[src/rtl/keyseq_pkg.sv]
package keyseq_pkg;

    typedef enum logic [2:0] {
        ST_IDLE  = 3'd0,
        ST_UNLK1 = 3'd1,
        ST_UNLK2 = 3'd2,
        ST_OFF3  = 3'd3,
        ST_OFF4  = 3'd4,
        ST_OFF5  = 3'd5,
        ST_OPEN  = 3'd6
    } seq_state_e;

    // key step indices
    localparam int KEY_N      = 5;
    localparam int K_LEAD     = 0;  // AAh @ 1555h
    localparam int K_SECOND   = 1;  // 55h @ 0AAAh
    localparam int K_ARM      = 2;  // A0h @ 1555h
    localparam int K_PREP     = 3;  // 80h @ 1555h
    localparam int K_DISARM   = 4;  // 20h @ 1555h

    localparam logic [15:0] ADDR_HI_KEY = 16'h1555;
    localparam logic [15:0] ADDR_LO_KEY = 16'h0AAA;

    function automatic logic [15:0] key_addr(input int k);
        return (k == K_SECOND) ? ADDR_LO_KEY : ADDR_HI_KEY;
    endfunction

    function automatic logic [7:0] key_data(input int k);
        logic [7:0] d;
        case (k)
            K_LEAD:   d = 8'hAA;
            K_SECOND: d = 8'h55;
            K_ARM:    d = 8'hA0;
            K_PREP:   d = 8'h80;
            default:  d = 8'h20;
        endcase
        return d;
    endfunction

endpackage

[src/rtl/keyseq_decode.sv]
module keyseq_decode
    import keyseq_pkg::*;
#(
    parameter int ADDR_W = 13,
    parameter int DATA_W = 8
) (
    input  logic [ADDR_W-1:0] addr,
    input  logic [DATA_W-1:0] data,
    output logic [KEY_N-1:0]  hit
);

    for (genvar k = 0; k < KEY_N; k++) begin : g_key
        localparam logic [ADDR_W-1:0] KA = ADDR_W'(key_addr(k));
        localparam logic [DATA_W-1:0] KD = DATA_W'(key_data(k));
        assign hit[k] = (addr == KA) && (data == KD);
    end

endmodule

[src/rtl/keyseq_window.sv]
module keyseq_window #(
    parameter int WIN_CYC = 1000
) (
    input  logic clk,
    input  logic rst_n,
    input  logic run,
    input  logic stb,
    output logic expire
);

    localparam int CNT_W = $clog2(WIN_CYC + 1);
    localparam logic [CNT_W-1:0] CNT_MAX  = CNT_W'(WIN_CYC);
    localparam logic [CNT_W-1:0] CNT_LAST = CNT_W'(WIN_CYC - 1);

    logic [CNT_W-1:0] idle_cnt;

    always_ff @(posedge clk or negedge rst_n) begin
        if (!rst_n) begin
            idle_cnt <= '0;
        end else if (stb || !run) begin
            idle_cnt <= '0;
        end else if (idle_cnt != CNT_MAX) begin
            idle_cnt <= idle_cnt + 1'b1;
        end
    end

    // fires on the WIN_CYC-th strobe-free edge after the last strobe
    assign expire = run && !stb && (idle_cnt == CNT_LAST);

endmodule

[src/rtl/keyseq_fsm.sv]
module keyseq_fsm
    import keyseq_pkg::*;
(
    input  logic             clk,
    input  logic             rst_n,
    input  logic             stb,
    input  logic [KEY_N-1:0] hit,
    input  logic             expire,
    input  logic             restore_vld,
    input  logic             restore_val,
    output seq_state_e       state,
    output logic             prot,
    output logic             pass,
    output logic             cmd
);

    seq_state_e nxt;
    logic       prot_nxt;
    logic       step_ok;

    always_comb begin
        nxt      = state;
        prot_nxt = prot;
        step_ok  = 1'b0;
        if (stb) begin
            unique case (state)
                ST_IDLE: begin
                    if (hit[K_LEAD]) begin
                        nxt = ST_UNLK1; step_ok = 1'b1;
                    end
                end
                ST_UNLK1: begin
                    if (hit[K_SECOND]) begin
                        nxt = ST_UNLK2; step_ok = 1'b1;
                    end else begin
                        nxt = ST_IDLE;
                    end
                end
                ST_UNLK2: begin
                    if (hit[K_ARM]) begin
                        nxt = ST_OPEN; prot_nxt = 1'b1; step_ok = 1'b1;
                    end else if (hit[K_PREP]) begin
                        nxt = ST_OFF3; step_ok = 1'b1;
                    end else begin
                        nxt = ST_IDLE;
                    end
                end
                ST_OFF3: begin
                    if (hit[K_LEAD]) begin
                        nxt = ST_OFF4; step_ok = 1'b1;
                    end else begin
                        nxt = ST_IDLE;
                    end
                end
                ST_OFF4: begin
                    if (hit[K_SECOND]) begin
                        nxt = ST_OFF5; step_ok = 1'b1;
                    end else begin
                        nxt = ST_IDLE;
                    end
                end
                ST_OFF5: begin
                    if (hit[K_DISARM]) begin
                        nxt = ST_IDLE; prot_nxt = 1'b0; step_ok = 1'b1;
                    end else begin
                        nxt = ST_IDLE;
                    end
                end
                ST_OPEN: nxt = ST_OPEN;
                default: nxt = ST_IDLE;
            endcase
        end else if (expire) begin
            nxt = ST_IDLE;
        end
        if (restore_vld) begin
            nxt      = ST_IDLE;
            prot_nxt = restore_val;
            step_ok  = 1'b0;
        end
    end

    always_ff @(posedge clk or negedge rst_n) begin
        if (!rst_n) begin
            state <= ST_IDLE;
            prot  <= 1'b0;
        end else begin
            state <= nxt;
            prot  <= prot_nxt;
        end
    end

    always_comb begin
        cmd  = stb && step_ok;
        pass = stb && !step_ok && !restore_vld && ((state == ST_OPEN) || !prot);
    end

endmodule

[src/rtl/keyseq_guard.sv]
module keyseq_guard
    import keyseq_pkg::*;
#(
    parameter int ADDR_W  = 13,
    parameter int DATA_W  = 8,
    parameter int WIN_CYC = 1000
) (
    input  logic              clk,
    input  logic              rst_n,
    input  logic              wr_stb,
    input  logic [ADDR_W-1:0] wr_addr,
    input  logic [DATA_W-1:0] wr_data,
    input  logic              restore_vld,
    input  logic              restore_val,
    output logic              pass_o,
    output logic              cmd_o,
    output logic              prot_o,
    output logic              keyed_o
);

    logic [KEY_N-1:0] key_hit;
    logic             win_expire;
    seq_state_e       seq_state;

    keyseq_decode #(.ADDR_W(ADDR_W), .DATA_W(DATA_W)) u_decode (
        .addr (wr_addr),
        .data (wr_data),
        .hit  (key_hit)
    );

    keyseq_window #(.WIN_CYC(WIN_CYC)) u_window (
        .clk    (clk),
        .rst_n  (rst_n),
        .run    (seq_state != ST_IDLE),
        .stb    (wr_stb),
        .expire (win_expire)
    );

    keyseq_fsm u_fsm (
        .clk         (clk),
        .rst_n       (rst_n),
        .stb         (wr_stb),
        .hit         (key_hit),
        .expire      (win_expire),
        .restore_vld (restore_vld),
        .restore_val (restore_val),
        .state       (seq_state),
        .prot        (prot_o),
        .pass        (pass_o),
        .cmd         (cmd_o)
    );

    assign keyed_o = (seq_state == ST_OPEN);

endmodule

[config.mk]
export PLATFORM = sky130hd
export DESIGN_NAME = keyseq_guard
export DESIGN_NICKNAME = d
export VERILOG_FILES = /design/src/rtl/keyseq_pkg.sv /design/src/rtl/keyseq_decode.sv /design/src/rtl/keyseq_window.sv /design/src/rtl/keyseq_fsm.sv /design/src/rtl/keyseq_guard.sv
export SDC_FILE = /design/constraint.sdc
export NUM_CORES = 1
export LEC_CHECK = 0
export BUFFER_PORTS_ARGS = -buffer_cell sky130_fd_sc_hd__buf_2
export CORE_MARGIN = 5
export CORE_UTILIZATION = 45
export DETAILED_ROUTE_END_ITERATION = 10
export HOLD_SLACK_MARGIN = 0.02
export PLACE_DENSITY = 0.7
export SLEW_MARGIN = 0
export SYNTH_ARGS = -nofsm -noshare
export SYNTH_HDL_FRONTEND = slang
export SYNTH_HIERARCHICAL = 1
export SYNTH_SLANG_ARGS = --single-unit
export TNS_END_PERCENT = 5
[constraint.sdc]
create_clock -name clk -period 4.4 [get_ports clk]
set_input_delay 1.1 -clock clk [delete_from_list [all_inputs] [get_ports clk]]
set_output_delay 1.1 -clock clk [all_outputs]
set_load 0.01 [all_outputs]
==> impl_metrics.yaml, run 1 <==
status:
  run_status: "completed"
timing:
  finalCritPeriodShare_pct: 89.9
  slew_worst_pin_ns: 0.472
  report.final.setup_viol: 0
  hold_viol: 0
  fmaxAchievable_mhz: 253
  slew_viol_final: 0
  clock-skew-final_ns: 0.00364
  fin_crit_ns: 3.95
  min_setup_slack_post_route_ns: 0.446
  slew_headroom_pct: 68.5
  grt_setup_unrepaired: "false"
  finalSetupTns_ns: 0
synth:
  synth.top_cells.by_area: "sky130_fd_sc_hd__dfrtp_1 (30%), sky130_fd_sc_hd__nor3_1 (4.3%), sky130_fd_sc_hd__nor4_2 (3.2%)"
  yosysTopAreaCell: "sky130_fd_sc_hd__dfrtp_1"
  postSynthRegisterBits: 14
  synth.net_count: 154
  synth.mux.area_fraction_pct: 0.864
  synth_sequential_area_ratio_pct: 30.2
  post_synth_num_cell_types: 48
  synthesis.yosys.warnings: 6
  synth_simple_gate_area_share_pct: 42.9
  syn-mean-instance-area_sq_um: 9.20
  synth_fa_ha_area_share_pct: 2.16
  syn-cell-area_sq_um: 1160
  synth_xor_area_share_pct: 1.51
  largest_family_of_logic_cells_by_synthesized_area: "simple AND/OR/NAND/NOR gates"
  synth_compound_area_share_pct: 18.8
  post-synth-top-area-fraction_pct: 30.2
  synth_cells: 126
die:
  die_x_um: 60.7
  core_area_sq_um: 2480
  num_rows: 18
  start_util_pct: 46.8
  top_level_ports: 30
  floorplan.die.height_um: 60.7
  die_area_sq_um: 3690
worst_setup_path:
  r2r_setup_slack_ns: 2.23
  crit_buf_inv: 2
  reg2regPathDepth: 7
  critical_path_cell_count: 8
  setup.worst_path.start: "wr_addr[7]"
  cpPeakStageDelay_ns: 0.38
  critical_path_arrival_ns: 2.85
  crit_fanout: 4
  worstSetupPathType: "in2out"
  critPathCapture: "cmd_o"
  critical_path.reg2reg.startpoint: "u_fsm/state[2]$_DFFE_PN0P_"
  path_cells: "buf_2 -> nor4b_1 -> nand2_1 -> nor3_1 -> mux2i_1 -> o311ai_1 -> o21ba_1 -> buf_2"
  worst_setup_path_end_kind: "output port"
  critPathTopFamily: "simple AND/OR/NAND/NOR gates"
  crit_top_cell: "sky130_fd_sc_hd__buf_2"
  r2r_end: "u_fsm/state[0]$_DFFE_PN0P_"
  required_ns: 3.30
  slowest_stage: "sky130_fd_sc_hd__o311ai_1"
  crit_path_start_kind: "input pin"
final_layout:
  stdcell_count: 189
  ff_latch_area_sq_um: 350
  layout.filler_cells: 238
  final_common_cell: "sky130_fd_sc_hd__buf_2"
  multi_input_comb_area_sq_um: 767
  area_growth_syn_to_layout_pct: 18.6
  insertedDiodeCount: 0
  drive_above_1_share_pct: 31.4
  net_count_of_the_finished_layout: 188
  most-common-layout-cells: "sky130_fd_sc_hd__buf_2 (29), sky130_fd_sc_hd__dfrtp_1 (14), sky130_fd_sc_hd__nor3_1 (10), sky130_fd_sc_hd__nand2_1 (7), sky130_fd_sc_hd__nor2_1 (7)"
placed_design:
  portBuffers: 29
  place_ws_ns: 0.458
  gpl.final_weighted_congestion: 0.866
  post-place-cells: 185
  estimated_wirelength_of_the_detail_placed_design_um: 2200
clock_tree:
  numCtsBuffers: 3
  clk_path_buf_depth: 2
  post_cts_hold_buffer_count: 0
  worst_skew_pair.late_latency_ns: 0.28
  path_clk_slew_ns: 0.08
  cts.sink_count: 14
  cts_repair_resize_count: 0
  tritoncts: "yes"
  post-cts-setup-buffer-count: 0
  htree_num_levels: 1
  cts.root.buffer_cell: "sky130_fd_sc_hd__clkbuf_4"
grt:
  grt_start_max_net_pins: 15
  first_pass_grt_wire_length_um: 4690
  grt.overflow.total: 0
  first_global_vias: 1065
  grt_antenna_before_repair: 0
  grt_use_total_pct: 16.8
drt:
  drcViolationCount: 0
  dr_total_vias: 1133
  avgViaCountPerCell: 5.99
  drt_pass1_iterations: 4
  first_iter_violations: 22
  final_wirelength_um: 2760
  routed_wire_per_std_cell_um: 14.6
  drt.antenna.violating_nets: 0
power_and_ir_drop:
  clock_power_share_pct: 36.7
  powerDensity_nw_per_um2: 184
  power.ir.vdd_worst_v: 0.000117
  power_report.internal_total_uw: 194
  swShare_pct: 23.0
  p_leak_uw: 0.000519
  netSwitchingPower_uw: 58.0
  combPwrFrac_pct: 11.7
  p_seq_share_pct: 51.6
flow_run:
  drv.max_cap_violation_count: 0
min_path:
  min_path_type: "reg2reg"
==> power groups by stage <==
stage               Sequential, uW  Clock (uW)  Combinational [uW]
floorplan                      133           0                8.98
global placement               133           0                28.8
detailed placement             133           0                29.9
CTS                            130        97.0                29.9
global route                   130         101                32.8
finish                         130        92.7                29.5
==> metrics by stage <==
step	cell area [sq um]	power [uW]	util, %	hold WS [ns]
after global routing	1370	264	55.5	0.602
after detailed placement	1340	162	54.0	0.564
after floorplan	1160	142	-	0.519
after CTS	1370	257	55.5	0.577
final	1370	252	55.5	0.566
after global placement	1340	161	54.0	0.541
==> layout make-up <==
class,count,share of cell area (%)
tap,30,2.73
timing repair buffer,31,11.7
multi-input combinational,104,55.8
clock buffer,4,2.64
sequential,14,25.5
inverter,6,1.64
==> how the worst min path moves through the flow <==
stage          cells after the start                                to  slack (ns)                        startpoint
2_1_floorplan                      2  u_window/idle_cnt[9]$_DFFE_PN0P_        0.52  u_window/idle_cnt[9]$_DFFE_PN0P_
3_3_place_gp                       2  u_window/idle_cnt[9]$_DFFE_PN0P_        0.54  u_window/idle_cnt[9]$_DFFE_PN0P_
3_5_place_dp                       2  u_window/idle_cnt[8]$_DFFE_PN0P_        0.56  u_window/idle_cnt[8]$_DFFE_PN0P_
4_1_cts                            2  u_window/idle_cnt[8]$_DFFE_PN0P_        0.58  u_window/idle_cnt[8]$_DFFE_PN0P_
5_1_grt                            2  u_window/idle_cnt[9]$_DFFE_PN0P_        0.60  u_window/idle_cnt[9]$_DFFE_PN0P_
6_report                           2  u_window/idle_cnt[9]$_DFFE_PN0P_        0.57  u_window/idle_cnt[9]$_DFFE_PN0P_
==> layer usage <==
metal  vias up  routed length [um]  global-route usage [%]  share of wire (%)
met3         4                  85                    2.34                3.1
li1        560                   -                       -                  -
met4         0                  40                    6.50                1.5
met2        18                1410                    29.3                 51
met5         -                   0                       0                  0
met1       551                1210                    20.9                 44
==> tightest hold or removal path: stages (launching register included) <==
cell,delay [ns]
sky130_fd_sc_hd__dfrtp_1,0.40
sky130_fd_sc_hd__o31ai_1,0.07
sky130_fd_sc_hd__a21oi_1,0.06
==> registers in the layout, summed over array words and instances, names as in the netlist <==
signal	count
u_window/idle_cnt	10
u_fsm/prot	1
u_fsm/state	3
==> kinds of logic (layout without fill, tap and decap cells) <==
logic type,Yosys count,count (layout)
AO/OA/AOI/OAI,28,28
XOR/XNOR,2,2
multiplexers,1,1
adder cells (fa/ha/maj),2,2
buffers and inverters,8,41
AND/OR/NAND/NOR,71,71
flip-flops,14,14
==> synth_stat cells, drive strengths merged <==
cell type and count:
o311ai 2, o21a 3, a2bb2oi 1, o41ai 1, nor4b 4, nand4b 1
nand3 9, a32o 1, nor4bb 3, nand2b 4, or2b 1, nor3 10
inv 6, a31o 1, and2b 1, mux2i 1, a22o 2, dfrtp 14
a211oi 2, o21ba 1, or3 4, o21ai 2, o31ai 4, xor2 2
and3b 1, nor2b 3, nand2 7, ha 2, nand4 4, a21oi 6
o31a 2, nand3b 3, or4 2, nor2 7, nor4 6, buf 2
nand4bb 1
No activity file was read; power rests on OpenSTA's default activity.
==> inputs of run 2 (changes only) <==
Clock period 4.4 ns to 5.13 ns, I/O delays scaled along.
==> run 2 against run 1 <==
- die area did not move
- routed wire length fell by 0.94%
- sequential share of layout area rose by 0.28 points
==> impl_metrics.yaml, run 2 (synthesized netlist as in run 1, its figures left out) <==
final_layout:
  most-common-layout-cells: "sky130_fd_sc_hd__buf_2 (29), sky130_fd_sc_hd__dfrtp_1 (14), sky130_fd_sc_hd__nor3_1 (10), sky130_fd_sc_hd__nand2_1 (7), sky130_fd_sc_hd__nor2_1 (7)"
  final_design_area_no_fill_sq_um: 1360
  layout.filler_cells: 241
  final_core_util_pct: 54.8
  largest_register_ffs: 10
  drive_above_1_share_pct: 30.6
  insertedDiodeCount: 0
  final_common_cell: "sky130_fd_sc_hd__buf_2"
  net_count_of_the_finished_layout: 186
  area_growth_syn_to_layout_pct: 17.3
  layout_top_registers: "u_window/idle_cnt x10, u_fsm/state x3, u_fsm/prot x1"
  regMostFlops: "u_window/idle_cnt"
placed_design:
  portBuffers: 29
  gpl.final_weighted_congestion: 0.878
  estimated_wirelength_of_the_detail_placed_design_um: 2200
  dpl_cell_area_sq_um: 1320
  place_ws_ns: 0.669
worst_setup_path:
  critPathTopFamily: "simple AND/OR/NAND/NOR gates"
  r2r_setup_slack_ns: 2.96
  cpPeakStageDelay_ns: 0.54
  crit_buf_inv: 2
  crit_path_start_kind: "input pin"
  critical_path_arrival_ns: 3.19
  required_ns: 3.85
  crit_fanout: 5
  slowest_stage: "sky130_fd_sc_hd__nor4_2"
  worst_setup_path_end_kind: "output port"
  path_cells: "buf_2 -> or3_1 -> nor4_2 -> mux2i_1 -> o311ai_1 -> o21ba_1 -> buf_2"
  worstSetupPathType: "in2out"
  crit_top_cell: "sky130_fd_sc_hd__buf_2"
power_and_ir_drop:
  p_seq_share_pct: 51.0
  power.ir.vdd_worst_v: 0.000109
  swShare_pct: 23.7
  netSwitchingPower_uw: 51.8
  p_leak_uw: 0.000508
  powerDensity_nw_per_um2: 161
  power_report.internal_total_uw: 167
  clock_power_share_pct: 37.2
  combPwrFrac_pct: 11.7
grt:
  first_pass_grt_wire_length_um: 4730
  grt_use_total_pct: 16.6
  grt_start_max_net_pins: 15
  grt_antenna_before_repair: 0
  grt.overflow.total: 0
  first_global_vias: 1129
clock_tree:
  htree_num_levels: 1
  worst_skew_pair.late_latency_ns: 0.28
  cts_repair_resize_count: 0
  post_cts_hold_buffer_count: 0
  clk_path_buf_depth: 2
  post-cts-setup-buffer-count: 0
  numCtsBuffers: 3
  cts.sink_count: 14
  path_clk_slew_ns: 0.09
  tritoncts: "yes"
  cts.root.buffer_cell: "sky130_fd_sc_hd__clkbuf_4"
timing:
  slew_headroom_pct: 64.0
  fin_crit_ns: 4.47
  clock-skew-final_ns: 0.00180
  hold_viol: 0
  min_setup_slack_post_route_ns: 0.657
  grt_setup_unrepaired: "false"
  slew_worst_pin_ns: 0.535
  finalCritPeriodShare_pct: 87.2
  finalSetupTns_ns: 0
  fmaxAchievable_mhz: 224
  slew_viol_final: 0
  report.final.setup_viol: 0
drt:
  drt.antenna.violating_nets: 0
  avgViaCountPerCell: 6.02
  final_wirelength_um: 2730
  drcViolationCount: 0
  dr_total_vias: 1126
  drt_pass1_iterations: 4
  first_iter_violations: 27
  routed_wire_per_std_cell_um: 14.6
flow_run:
  drv.max_cap_violation_count: 0
die:
  top_level_ports: 30
  die_x_um: 60.7
  start_util_pct: 46.8
  die_area_sq_um: 3690
  core_area_sq_um: 2480
  num_rows: 18
  floorplan.die.height_um: 60.7
status:
  run_status: "completed"
min_path:
  min_path_type: "reg2reg"
run 2: final timing paths:
| kind | from | to | cells past startpoint |
|---|---|---|---|
| setup reg to reg | u_fsm/state[2]$_DFFE_PN0P_ | u_fsm/state[0]$_DFFE_PN0P_ | 7 |
| hold reg to reg | u_window/idle_cnt[9]$_DFFE_PN0P_ | u_window/idle_cnt[9]$_DFFE_PN0P_ | 2 |
| hold / removal | u_window/idle_cnt[9]$_DFFE_PN0P_ | u_window/idle_cnt[9]$_DFFE_PN0P_ | 2 |
| min in group asynchronous | rst_n | u_window/idle_cnt[6]$_DFFE_PN0P_ | 1 |
| setup / recovery | wr_data[1] | cmd_o | 7 |
| max in group asynchronous | rst_n | u_window/idle_cnt[1]$_DFFE_PN0P_ | 1 |
run 2: stage by stage:
stage | power, uW | cells | hold slack, ns
6_report | 218 | 187 | 0.574
3_3_place_gp | 139 | 183 | 0.540
5_1_grt | 230 | 187 | 0.615
3_5_place_dp | 140 | 183 | 0.570
4_1_cts | 220 | 187 | 0.582
2_1_floorplan | 122 | 126 | 0.519
run 2: worst min-delay path: stages, from the launching register on:
cell and delay, ns:
sky130_fd_sc_hd__dfrtp_1 0.40, sky130_fd_sc_hd__o31ai_1 0.07, sky130_fd_sc_hd__a21oi_1 0.06
run 2: area by class of cell:
| cell class | instances | area, sq um | share of cell area (%) |
|---|---|---|---|
| Clock buffer | 4 | 36.3 | 2.67 |
| Inverter | 6 | 22.5 | 1.66 |
| Multi-Input combinational cell | 104 | 767 | 56.4 |
| Sequential cell | 14 | 350 | 25.8 |
| Tap cell | 30 | 37.5 | 2.76 |
| Timing Repair Buffer | 29 | 145 | 10.7 |
run 2: per-layer routing:
metal  up-vias  share of wire, %  GRT usage, %  wire (um)
li1        562                 -             -          -
met1       536                43          20.0       1180
met2        24                52          30.2       1410
met3         4               3.7          1.91        100
met4         0               1.4          5.57         39
met5         -                 0             0          0
run 2: power groups by stage:
| stage | clock, uW | combinational [uW] | sequential, uW |
|---|---|---|---|
| floorplan | 0 | 7.70 | 114 |
| global placement | 0 | 24.9 | 114 |
| detailed placement | 0 | 25.9 | 114 |
| CTS | 82.4 | 25.9 | 112 |
| global route | 89.9 | 28.4 | 112 |
| finish | 81.3 | 25.6 | 112 |
==> inputs of run 3 (changes only) <==
Settings changed: CTS_BUF_LIST from default to sky130_fd_sc_hd__clkbuf_8.
Clock period 5.13 ns to 5.8 ns, I/O delays scaled along.
==> run 3 against run 2 <==
- cell count stayed put
- critical path type unchanged
- non-clock buffer count is the same
- sequential cell count is the same
- via count hardly changed
- largest cell class unchanged
- sequential power decreased by 12%
- first-iteration DRC count increased by 19%
==> impl_metrics.yaml, run 3 (synthesized netlist as in run 1, its figures left out) <==
die:
  die_area_sq_um: 3690
  top_level_ports: 30
  num_rows: 18
  floorplan.die.height_um: 60.7
  core_area_sq_um: 2480
  start_util_pct: 46.8
  die_x_um: 60.7
timing:
  finalCritPeriodShare_pct: 82.8
  slew_worst_pin_ns: 0.529
  report.final.setup_viol: 0
  slew_headroom_pct: 64.5
  fin_crit_ns: 4.80
  slew_viol_final: 0
  finalSetupTns_ns: 0
  clock-skew-final_ns: 0.000733
  grt_setup_unrepaired: "false"
  hold_viol: 0
  fmaxAchievable_mhz: 208
min_path:
  hold_path_end: "u_window/idle_cnt[9]$_DFFE_PN0P_"
  hold_path.startpoint: "u_window/idle_cnt[9]$_DFFE_PN0P_"
  min_path_type: "reg2reg"
  worstHoldPathCells: 2
final_layout:
  insertedDiodeCount: 0
  layout_top_registers: "u_window/idle_cnt x10, u_fsm/state x3, u_fsm/prot x1"
  area_growth_syn_to_layout_pct: 18.9
  stdcell_count: 187
  most-common-layout-cells: "sky130_fd_sc_hd__buf_2 (29), sky130_fd_sc_hd__dfrtp_1 (14), sky130_fd_sc_hd__nor3_1 (10), sky130_fd_sc_hd__nand2_1 (7), sky130_fd_sc_hd__nor2_1 (7)"
  drive_above_1_share_pct: 30.6
  regMostFlops: "u_window/idle_cnt"
  net_count_of_the_finished_layout: 186
  largest_register_ffs: 10
  final_common_cell: "sky130_fd_sc_hd__buf_2"
placed_design:
  gpl.final_weighted_congestion: 0.878
  post-place-cells: 183
  estimated_wirelength_of_the_detail_placed_design_um: 2200
  portBuffers: 29
grt:
  grt_use_total_pct: 16.9
  first_global_vias: 1129
  grt_antenna_before_repair: 0
  grt.overflow.total: 0
  grt_start_max_net_pins: 15
  first_pass_grt_wire_length_um: 4730
worst_setup_path:
  cpPeakStageDelay_ns: 0.54
  critPathTopFamily: "simple AND/OR/NAND/NOR gates"
  reg2regPathDepth: 7
  r2r_end: "u_fsm/state[0]$_DFFE_PN0P_"
  path_cells: "buf_2 -> or3_1 -> nor4_2 -> mux2i_1 -> o311ai_1 -> o21ba_1 -> buf_2"
  r2r_setup_slack_ns: 3.62
  critical_path_arrival_ns: 3.35
  crit_buf_inv: 2
  required_ns: 4.35
  crit_fanout: 5
  worstSetupPathType: "in2out"
  crit_path_start_kind: "input pin"
  crit_top_cell: "sky130_fd_sc_hd__buf_2"
  critical_path.reg2reg.startpoint: "u_fsm/state[2]$_DFFE_PN0P_"
  worst_setup_path_end_kind: "output port"
  slowest_stage: "sky130_fd_sc_hd__nor4_2"
clock_tree:
  htree_num_levels: 1
  worst_skew_pair.late_latency_ns: 0.25
  cts.root.buffer_cell: "sky130_fd_sc_hd__clkbuf_8"
  clk_path_buf_depth: 2
  path_clk_slew_ns: 0.06
  numCtsBuffers: 3
  post-cts-setup-buffer-count: 0
  cts_repair_resize_count: 0
  cts.sink_count: 14
  post_cts_hold_buffer_count: 0
  tritoncts: "yes"
drt:
  dr_total_vias: 1125
  drcViolationCount: 0
  drt.antenna.violating_nets: 0
  avgViaCountPerCell: 6.02
  first_iter_violations: 32
  routed_wire_per_std_cell_um: 14.9
  drt_pass1_iterations: 4
  final_wirelength_um: 2790
flow_run:
  drv.max_cap_violation_count: 0
power_and_ir_drop:
  p_leak_uw: 0.000516
  powerDensity_nw_per_um2: 158
  power.ir.vdd_worst_v: 0.0000967
status:
  run_status: "completed"
run 3: where the power goes:
group	internal [uW]	total (uW)	leakage [uW]	switching (uW)
sequential	98.3	98.8	0.000193	0.509
clock	60.2	96.3	0.0000288	36.1
combinational	11.1	22.7	0.000294	11.6
run 3: cell type report:
cell class,instances,area (sq um)
Clock buffer,4,55.1
Fill cell,236,1100
Inverter,6,22.5
Multi-Input combinational cell,104,767
Sequential cell,14,350
Tap cell,30,37.5
Timing Repair Buffer,29,145
run 3: worst max-delay path by stage:
stage,from,to,slack (ns),depth (start not counted)
global placement,wr_data[1],cmd_o,1.13,7
finish,wr_data[1],cmd_o,1.0,7
CTS,wr_data[1],cmd_o,1.00,7
detailed placement,wr_data[1],cmd_o,1.00,7
floorplan,wr_data[1],cmd_o,1.39,5
global route,wr_addr[4],cmd_o,0.84,8
run 3: routing by layer:
layer	vias up	part of all wire, %	global-route usage [%]
li1	560	-	-
met1	533	44	19.6
met2	27	50	30.4
met3	5	3.9	2.55
met4	0	1.9	7.43
met5	-	0	0
run 3: tightest hold or removal path, delay by kind of cell (launching register included):
kind	cells	cell delay [ns]
AOI/OAI and AO/OA	2	0.13
DFF	1	0.39
run 3: per-stage QoR:
step / instance area [sq um] / util (%) / hold WS (ns) / setup slack [ns] / total power (uW)
6_report: 1380 / 55.6 / 0.568 / 0.995 / 218
2_1_floorplan: 1160 / - / 0.519 / 1.39 / 108
4_1_cts: 1380 / 55.6 / 0.578 / 1.00 / 220
3_5_place_dp: 1320 / 53.4 / 0.570 / 1.00 / 123
3_3_place_gp: 1320 / 53.4 / 0.540 / 1.13 / 123
5_1_grt: 1380 / 55.6 / 0.610 / 0.836 / 228
